## src/rtl/fetch_epoch_stage.sv

```systemverilog
module fetch_epoch_stage #(
  parameter int AW = 32,
  parameter int IW = 32,
  parameter int DEPTH = 2,
  parameter logic [AW-1:0] RESET_PC = '0
) (
  input  logic          clk,
  input  logic          rst_n,
  output logic          imem_req_valid,
  output logic [AW-1:0] imem_req_addr,
  input  logic          imem_req_ready,
  input  logic          imem_resp_valid,
  input  logic [IW-1:0] imem_resp_data,
  output logic          exe_valid,
  output logic [IW-1:0] exe_inst,
  output logic [AW-1:0] exe_pc4,
  input  logic          exe_ready,
  input  logic          redirect_valid,
  input  logic [AW-1:0] redirect_pc
);
  localparam int PW  = (DEPTH > 1) ? $clog2(DEPTH) : 1;
  localparam int CW  = PW + 1;
  localparam int RAD = 2 * DEPTH;
  localparam int RPW = PW + 1;
  localparam int RCW = RPW + 1;

  logic [AW-1:0] pc;
  logic          epoch;

  logic [AW-1:0] rq_mem [DEPTH];
  logic [PW-1:0] rq_rd, rq_wr;
  logic [CW-1:0] rq_cnt;

  logic [IW-1:0] rsp_mem [DEPTH];
  logic [PW-1:0] rsp_rd, rsp_wr;
  logic [CW-1:0] rsp_cnt;

  logic [AW-1:0]  ra_pc [RAD];
  logic           ra_ep [RAD];
  logic [RPW-1:0] ra_rd, ra_wr;
  logic [RCW-1:0] ra_cnt;

  logic [CW-1:0] out_cnt;

  logic fetch_go, credit_ok, req_go, stale, rsp_any, rsp_pop;

  assign fetch_go  = (rq_cnt != CW'(DEPTH)) && (ra_cnt != RCW'(RAD));
  assign credit_ok = ({1'b0, out_cnt} + {1'b0, rsp_cnt}) < (CW+1)'(DEPTH);
  assign imem_req_valid = (rq_cnt != '0) && credit_ok;
  assign imem_req_addr  = rq_mem[rq_rd];
  assign req_go   = imem_req_valid && imem_req_ready;

  assign rsp_any   = rsp_cnt != '0;
  assign stale     = ra_ep[ra_rd] != epoch;
  assign exe_valid = rsp_any && !stale;
  assign exe_inst  = rsp_mem[rsp_rd];
  assign exe_pc4   = ra_pc[ra_rd];
  assign rsp_pop   = rsp_any && (stale || exe_ready);

  always_ff @(posedge clk) begin
    if (!rst_n) begin
      pc      <= RESET_PC;
      epoch   <= 1'b0;
      rq_rd   <= '0;
      rq_wr   <= '0;
      rq_cnt  <= '0;
      rsp_rd  <= '0;
      rsp_wr  <= '0;
      rsp_cnt <= '0;
      ra_rd   <= '0;
      ra_wr   <= '0;
      ra_cnt  <= '0;
      out_cnt <= '0;
    end else begin
      if (redirect_valid) begin
        pc    <= redirect_pc;
        epoch <= ~epoch;
      end else if (fetch_go) begin
        pc <= pc + AW'(4);
      end
      if (fetch_go) begin
        rq_wr <= rq_wr + 1'b1;
        ra_wr <= ra_wr + 1'b1;
      end
      if (req_go)          rq_rd  <= rq_rd + 1'b1;
      if (imem_resp_valid) rsp_wr <= rsp_wr + 1'b1;
      if (rsp_pop) begin
        rsp_rd <= rsp_rd + 1'b1;
        ra_rd  <= ra_rd + 1'b1;
      end
      rq_cnt  <= rq_cnt + CW'(fetch_go) - CW'(req_go);
      ra_cnt  <= ra_cnt + RCW'(fetch_go) - RCW'(rsp_pop);
      rsp_cnt <= rsp_cnt + CW'(imem_resp_valid) - CW'(rsp_pop);
      out_cnt <= out_cnt + CW'(req_go) - CW'(imem_resp_valid);
    end
  end

  always_ff @(posedge clk) begin
    if (fetch_go) begin
      rq_mem[rq_wr] <= pc;
      ra_pc[ra_wr]  <= pc + AW'(4);
      ra_ep[ra_wr]  <= epoch;
    end
    if (imem_resp_valid) rsp_mem[rsp_wr] <= imem_resp_data;
  end
endmodule


```

## config.mk

```make
export PLATFORM = sky130hd
export DESIGN_NAME = fetch_epoch_stage
export DESIGN_NICKNAME = d
export VERILOG_FILES = /design/src/rtl/fetch_epoch_stage.sv
export SDC_FILE = /design/constraint.sdc
export NUM_CORES = 1
export LEC_CHECK = 0
export BUFFER_PORTS_ARGS = -buffer_cell sky130_fd_sc_hd__buf_2
export CAP_MARGIN = 20
export CORE_MARGIN = 3
export CORE_UTILIZATION = 45
export CTS_CLUSTER_DIAMETER = 60
export DETAILED_ROUTE_END_ITERATION = 7
export PLACE_DENSITY = 0.65
export SKIP_CTS_REPAIR_TIMING = 1
export SYNTH_ARGS = -nofsm -noshare
export SYNTH_HDL_FRONTEND = slang
export SYNTH_SLANG_ARGS = --single-unit
```

## constraint.sdc

```tcl
create_clock -name clk -period 2.9 [get_ports clk]
set_input_delay 0.58 -clock clk [delete_from_list [all_inputs] [get_ports clk]]
set_output_delay 0.58 -clock clk [all_outputs]
set_load 0.02 [all_outputs]
```

Yosys cells after proc, flatten, opt, wreduce, memory -nomap -nowiden
Memories as Yosys holds them, arrays and structs flattened. A register that Yosys moved wholly into a read port is not among the register bits.
Cells that the tools add are included.
{"block": "word_totals", "ramBits": 260, "in_bits": 70, "reg_bits": 50, "out_inout_bits": 98, "memories": 4, "elab_cells": 61}
{"block": "op_classes", "eq_ne": 3, "add_sub_neg": 16, "magnitude_cmp": 1, "mux": 14, "n_reduce_logical": 10, "bitwise": 1}
{"name": "ra_pc", "words": 4, "word_bits": 32, "rd": 1, "rd_ports_with_merged_regs": 1, "write_ports": 1, "line": "38", "rtl": "logic [AW-1:0] ra_pc [RAD];"}
{"name": "rq_mem", "words": 2, "word_bits": 32, "rd": 1, "rd_ports_with_merged_regs": 1, "write_ports": 1, "line": "30", "rtl": "logic [AW-1:0] rq_mem [DEPTH];"}
{"name": "rsp_mem", "words": 2, "word_bits": 32, "rd": 1, "rd_ports_with_merged_regs": 1, "write_ports": 1, "line": "34", "rtl": "logic [IW-1:0] rsp_mem [DEPTH];"}
{"name": "ra_ep", "words": 4, "word_bits": 1, "rd": 1, "rd_ports_with_merged_regs": 1, "write_ports": 1, "line": "39", "rtl": "logic ra_ep [RAD];"}
{"op": "$mux W32", "count": 2}
{"op": "$add A32 B3 Y32 const B", "count": 1}
{"op": "$mux W1", "count": 8}
{"op": "$mux W2", "count": 4}
{"op": "$add A2 B1 Y2", "count": 3}
{"op": "$reduce_bool A2 Y1", "count": 3}
{"op": "$sub A2 B1 Y2", "count": 3}
{"op": "$logic_and A1 B1 Y1", "count": 5}
{"op": "$add A1 B1 Y1 const B", "count": 4}
{"op": "$add A2 B1 Y2 const B", "count": 2}
{"op": "$add A2 B2 Y3", "count": 1}
{"op": "$add A3 B1 Y3", "count": 1}
{"op": "$lt A3 B2 Y1 const B", "count": 1}
{"op": "$ne A3 B3 Y1 const B", "count": 1}
{"op": "$sub A3 B1 Y3", "count": 1}
{"op": "$ne A2 B2 Y1 const B", "count": 1}
{"op": "$logic_not A1 Y1", "count": 1}
{"op": "$logic_or A1 B1 Y1", "count": 1}
{"op": "$ne A1 B1 Y1", "count": 1}
{"op": "$not A1 Y1", "count": 1}

Longest topological paths before layout
{"block": "depth", "ltp_word": 6, "ltp_mapped": 11, "ltp_nobuf": 10}

Worst setup path after synthesis
Ideal clock, no wire load.
{"block": "synth_timing", "path_kind": "reg-to-reg", "from": "reg rq_cnt[1]", "to": "mem rq_mem[0][0], enable pin", "slack_ns": 0.089, "setup_time_ns": 0.421, "path_stages_with_launch": 6, "t_arrival_ns": 2.390, "period_less_slack_ns": 2.811, "n_path_buf": 1, "t_required_ns": 2.479, "path_cell_list": "dfxtp_1 > nor2b_1 > nor2_2 > inv_1 > buf_2 > nor2_1"}
{"block": "synth_via", "elab_chain_cells": 4}
{"element": "start: declaration", "line": "32", "rtl": "logic [CW-1:0] rq_cnt;"}
{"element": "start signal: assignment", "line": "91", "rtl": "rq_cnt <= rq_cnt + CW'(fetch_go) - CW'(req_go);"}
{"element": "$ne A2 B2 Y1", "line": "47", "rtl": "assign fetch_go = (rq_cnt != CW'(DEPTH)) && (ra_cnt != RCW'(RAD));"}
{"element": "$logic_and A1 B1 Y1", "line": "47"}
{"element": "$mux W1", "line": "99", "rtl": "if (fetch_go) begin"}
{"element": "$mux W1 (implied by the code)", "line": "100", "rtl": "rq_mem[rq_wr] <= pc;"}
{"element": "end: declaration", "line": "30"}
No other way between the ends.

==> impl_metrics.toml <==
[status]
status = "finished, final reports clean"

[critical_path]
crit_slowest_cell = "mux4_2"
crit_chain = "buf_6 > mux4_2 > buf_2"
critical_path_class = "flop to output pin"
worst_setup_path_start_kind = "flop"
critPathTopFamily = "buffers and inverters"
cp-end-kind = "output pin"
critPathRequiredTime_ns = 2.32
cp_max_fo = 32
critical_path_buf_inv_count = 2
critPathMaxStageDelay_ns = 0.59
critPathArrivalTime_ns = 2.06

[routing]
drt_iter0_drc = 696
wire_per_inst_um = 19.95
drt_pass1_iterations = 5
drc = 0
final_antenna_net_count = 0
vias = 7630
viasPerCell = 5.438
drt_wl_total_mm = 27.99

[pwr]
p_leak_uw = 0.005537
power_density_nw_per_um2 = 1007
ir_worst_vdd_mv = 0.4084

[final_layout]
drive_above_1_share_pct = 35.39
nets = 1082
syn2layout_area_growth_pct = 19.29

[synthesis]
synth_enable_flop_cells = 260
yosysSeqAreaShare_pct = 68.87
ys_warn_count = 0
async_flop_share_pct = 0
yosys_register_bits = 314
synth_flop_cell = "edfxtp_1"
synth_cells = 807
synth.cell_area_sq_um = 12910
synth_cell_types = 54
syn_avg_cell_area_sq_um = 15.99
syn-num-nets = 890

[die]
dieArea_sq_um = 30750
rows = 61
die_h_um = 175.4
io_pins = 168
fp.dieW_um = 175.4
coreArea_sq_um = 28010
initial_core_util_pct = 46.08

[global_routing]
overflow = 0
grt_max_degree = 34
first_global_vias = 7606
grt_antenna_before_repair = 2
grt_pass1_wl_mm = 43.37
grt_usage_pct = 18.16

[place]
dpl.hpwl_mm = 18.29
port_buffers = 167
dp_worst_setup_slack_ns = 0.2436
finalWeightedCongestion = 0.7950

[cts]
h-tree-depth = 2
cts_tree = "done"
cts_inserted_buffers = 34
cts_sinks = 314
clock_latency_ns = 0.51
path_clk_slew_ns = 0.06
clockRootBuffer = "clkbuf_16"
clk_path_buf_depth = 3

[sta]
final-hold-violation-count = 0
drv_slew = 0
tns_ns = 0
fin_skew_ns = 0.01749
fmaxAchievable_mhz = 378.9
fin_crit_ns = 2.639
rsz0062_at_grt = "no"
fin_crit_sh_pct = 91.00
setup_viol = 0
fin_ws_ns = 0.2611
worstMarginPinSlew_ns = 0.7346
whs_ns = 0.2655
slew-limit-headroom_pct = 50.58

[flow_run]
drv_cap = 0

[min_path]
hold_path.class = "primary input to flop"
## area by class of cell
class / instances / area (sq um)
inverters: 17 / 63.81
repair buffers: 200 / 1100
diodes: 2 / 5.005
clock inverters: 12 / 138.9
multi-input cells: 432 / 3791
clock buffers: 48 / 934.6
well taps: 378 / 473.0
fillers: 2305 / 12610
flip-flops and latches: 314 / 8890
## flip-flops by register name, indices dropped and copies added, names as in the netlist, named ones only
signal	count
ra_cnt	3
rsp_mem	64
pc	32
rq_rd	1
rsp_rd	1
rq_wr	1
ra_rd	2
rq_cnt	2
out_cnt	2
rq_mem	64
rsp_wr	1
rsp_cnt	2
ra_pc	128
ra_ep	4
epoch	1
ra_wr	2
## worst register-to-register path, stage by stage (launching register included)
cell	delay [ns]
dfxtp_1	0.31
and2_1	0.16
fa_1	0.45
or4b_2	0.73
ha_1	0.30
inv_1	0.03
ha_1	0.17
xor2_1	0.17
xnor2_1	0.14
nor2_1	0.05
## placed cells by master (no fill, tap or decap), types with 4 or more instances in the layout
cell / n
mux4_2: 33
mux2_2: 64
buf_2: 167
edfxtp_1: 260
clkbuf_16: 35
a211oi_1: 4
nand2_1: 21
xnor2_1: 36
a311oi_1: 4
inv_1: 16
nor2b_1: 8
or4_1: 5
and2_1: 11
and3_1: 12
o21ai_0: 22
nor2_1: 31
o31ai_1: 7
buf_4: 31
clkinv_1: 6
a31oi_1: 9
xor2_1: 14
a31o_2: 5
nand2b_1: 6
ha_1: 11
a21oi_1: 13
nand3_1: 21
nor4_1: 7
dfxtp_1: 53
mux2i_1: 7
nand4_1: 24
clkbuf_1: 12
nor3_1: 13
## cells by family (layout without fill, tap and decap cells)
family	after synthesis	in the layout	synth area share, %
flip-flops	314	314	68.87
AND/OR/NAND/NOR	185	185	8.405
multiplexers	104	104	11.89
AO/OA/AOI/OAI	80	80	4.198
buffers and inverters	61	277	1.871
XOR/XNOR	50	50	3.393
adder cells (fa/ha/maj)	13	13	1.377
other	0	2	0
## power by group
| part | switching, uW | internal (uW) |
|---|---|---|
| Combinational | 2830 | 1780 |
| Sequential | 375 | 6360 |
| Clock | 1640 | 2520 |
## per-layer routing
layer | share of wire [%] | GRT usage, % | vias up
li1 | - | - | 3532
met1 | 43 | 25.12 | 3820
met2 | 48 | 29.22 | 232
met3 | 5.9 | 3.307 | 46
met4 | 2.7 | 6.184 | 0
met5 | 0 | 0 | -
## synth_stat cells (7+ instances only)
library cell | number | share of area [%]
edfxtp_1 | 260 | 60
mux2i_1 | 7 | 0.54
xor2_1 | 14 | 0.95
mux2_2 | 64 | 5.6
buf_2 | 10 | 0.39
nand3_1 | 21 | 0.81
buf_1 | 10 | 0.29
nor3_1 | 13 | 0.50
dfxtp_1 | 54 | 8.4
and3_1 | 12 | 0.58
clkbuf_1 | 24 | 0.70
and2_1 | 11 | 0.53
ha_1 | 11 | 1.1
a21oi_1 | 13 | 0.50
a31oi_1 | 9 | 0.44
nor4_1 | 7 | 0.34
o31ai_1 | 7 | 0.41
nor2b_1 | 9 | 0.44
xnor2_1 | 36 | 2.4
nand2_1 | 21 | 0.61
o21ai_0 | 22 | 0.85
nand4_1 | 24 | 1.2
nor2_1 | 32 | 0.93
mux4_2 | 33 | 5.8
inv_1 | 16 | 0.47
## path summary, 6_finish.rpt
kind,from,end,slack [ns],cells after the start
setup reg to reg,out_cnt[0]$_SDFF_PN0_,out_cnt[1]$_SDFF_PN0_,0.27,9
hold / removal,imem_resp_data[23],rsp_mem[1][23]$_DFFE_PP_,0.27,1
hold reg to reg,ra_rd[1]$_SDFFE_PN0P_,ra_rd[1]$_SDFFE_PN0P_,0.48,2
setup / recovery,flop,exe_pc4[26],0.26,3
## through the flow
| step | utilization (%) | cell area [sq um] | power, uW | cells |
|---|---|---|---|---|
| finish | 54.96 | 15400 | 15510 | 1403 |
| detailed placement | 51.10 | 14310 | 11540 | 1341 |
| floorplan | - | 12910 | 9827 | 807 |
| global route | 54.96 | 15400 | 16270 | 1403 |
| CTS | 54.93 | 15390 | 15740 | 1401 |
| global placement | 51.10 | 14310 | 11450 | 1341 |
No activity file was read; power rests on OpenSTA's default activity.
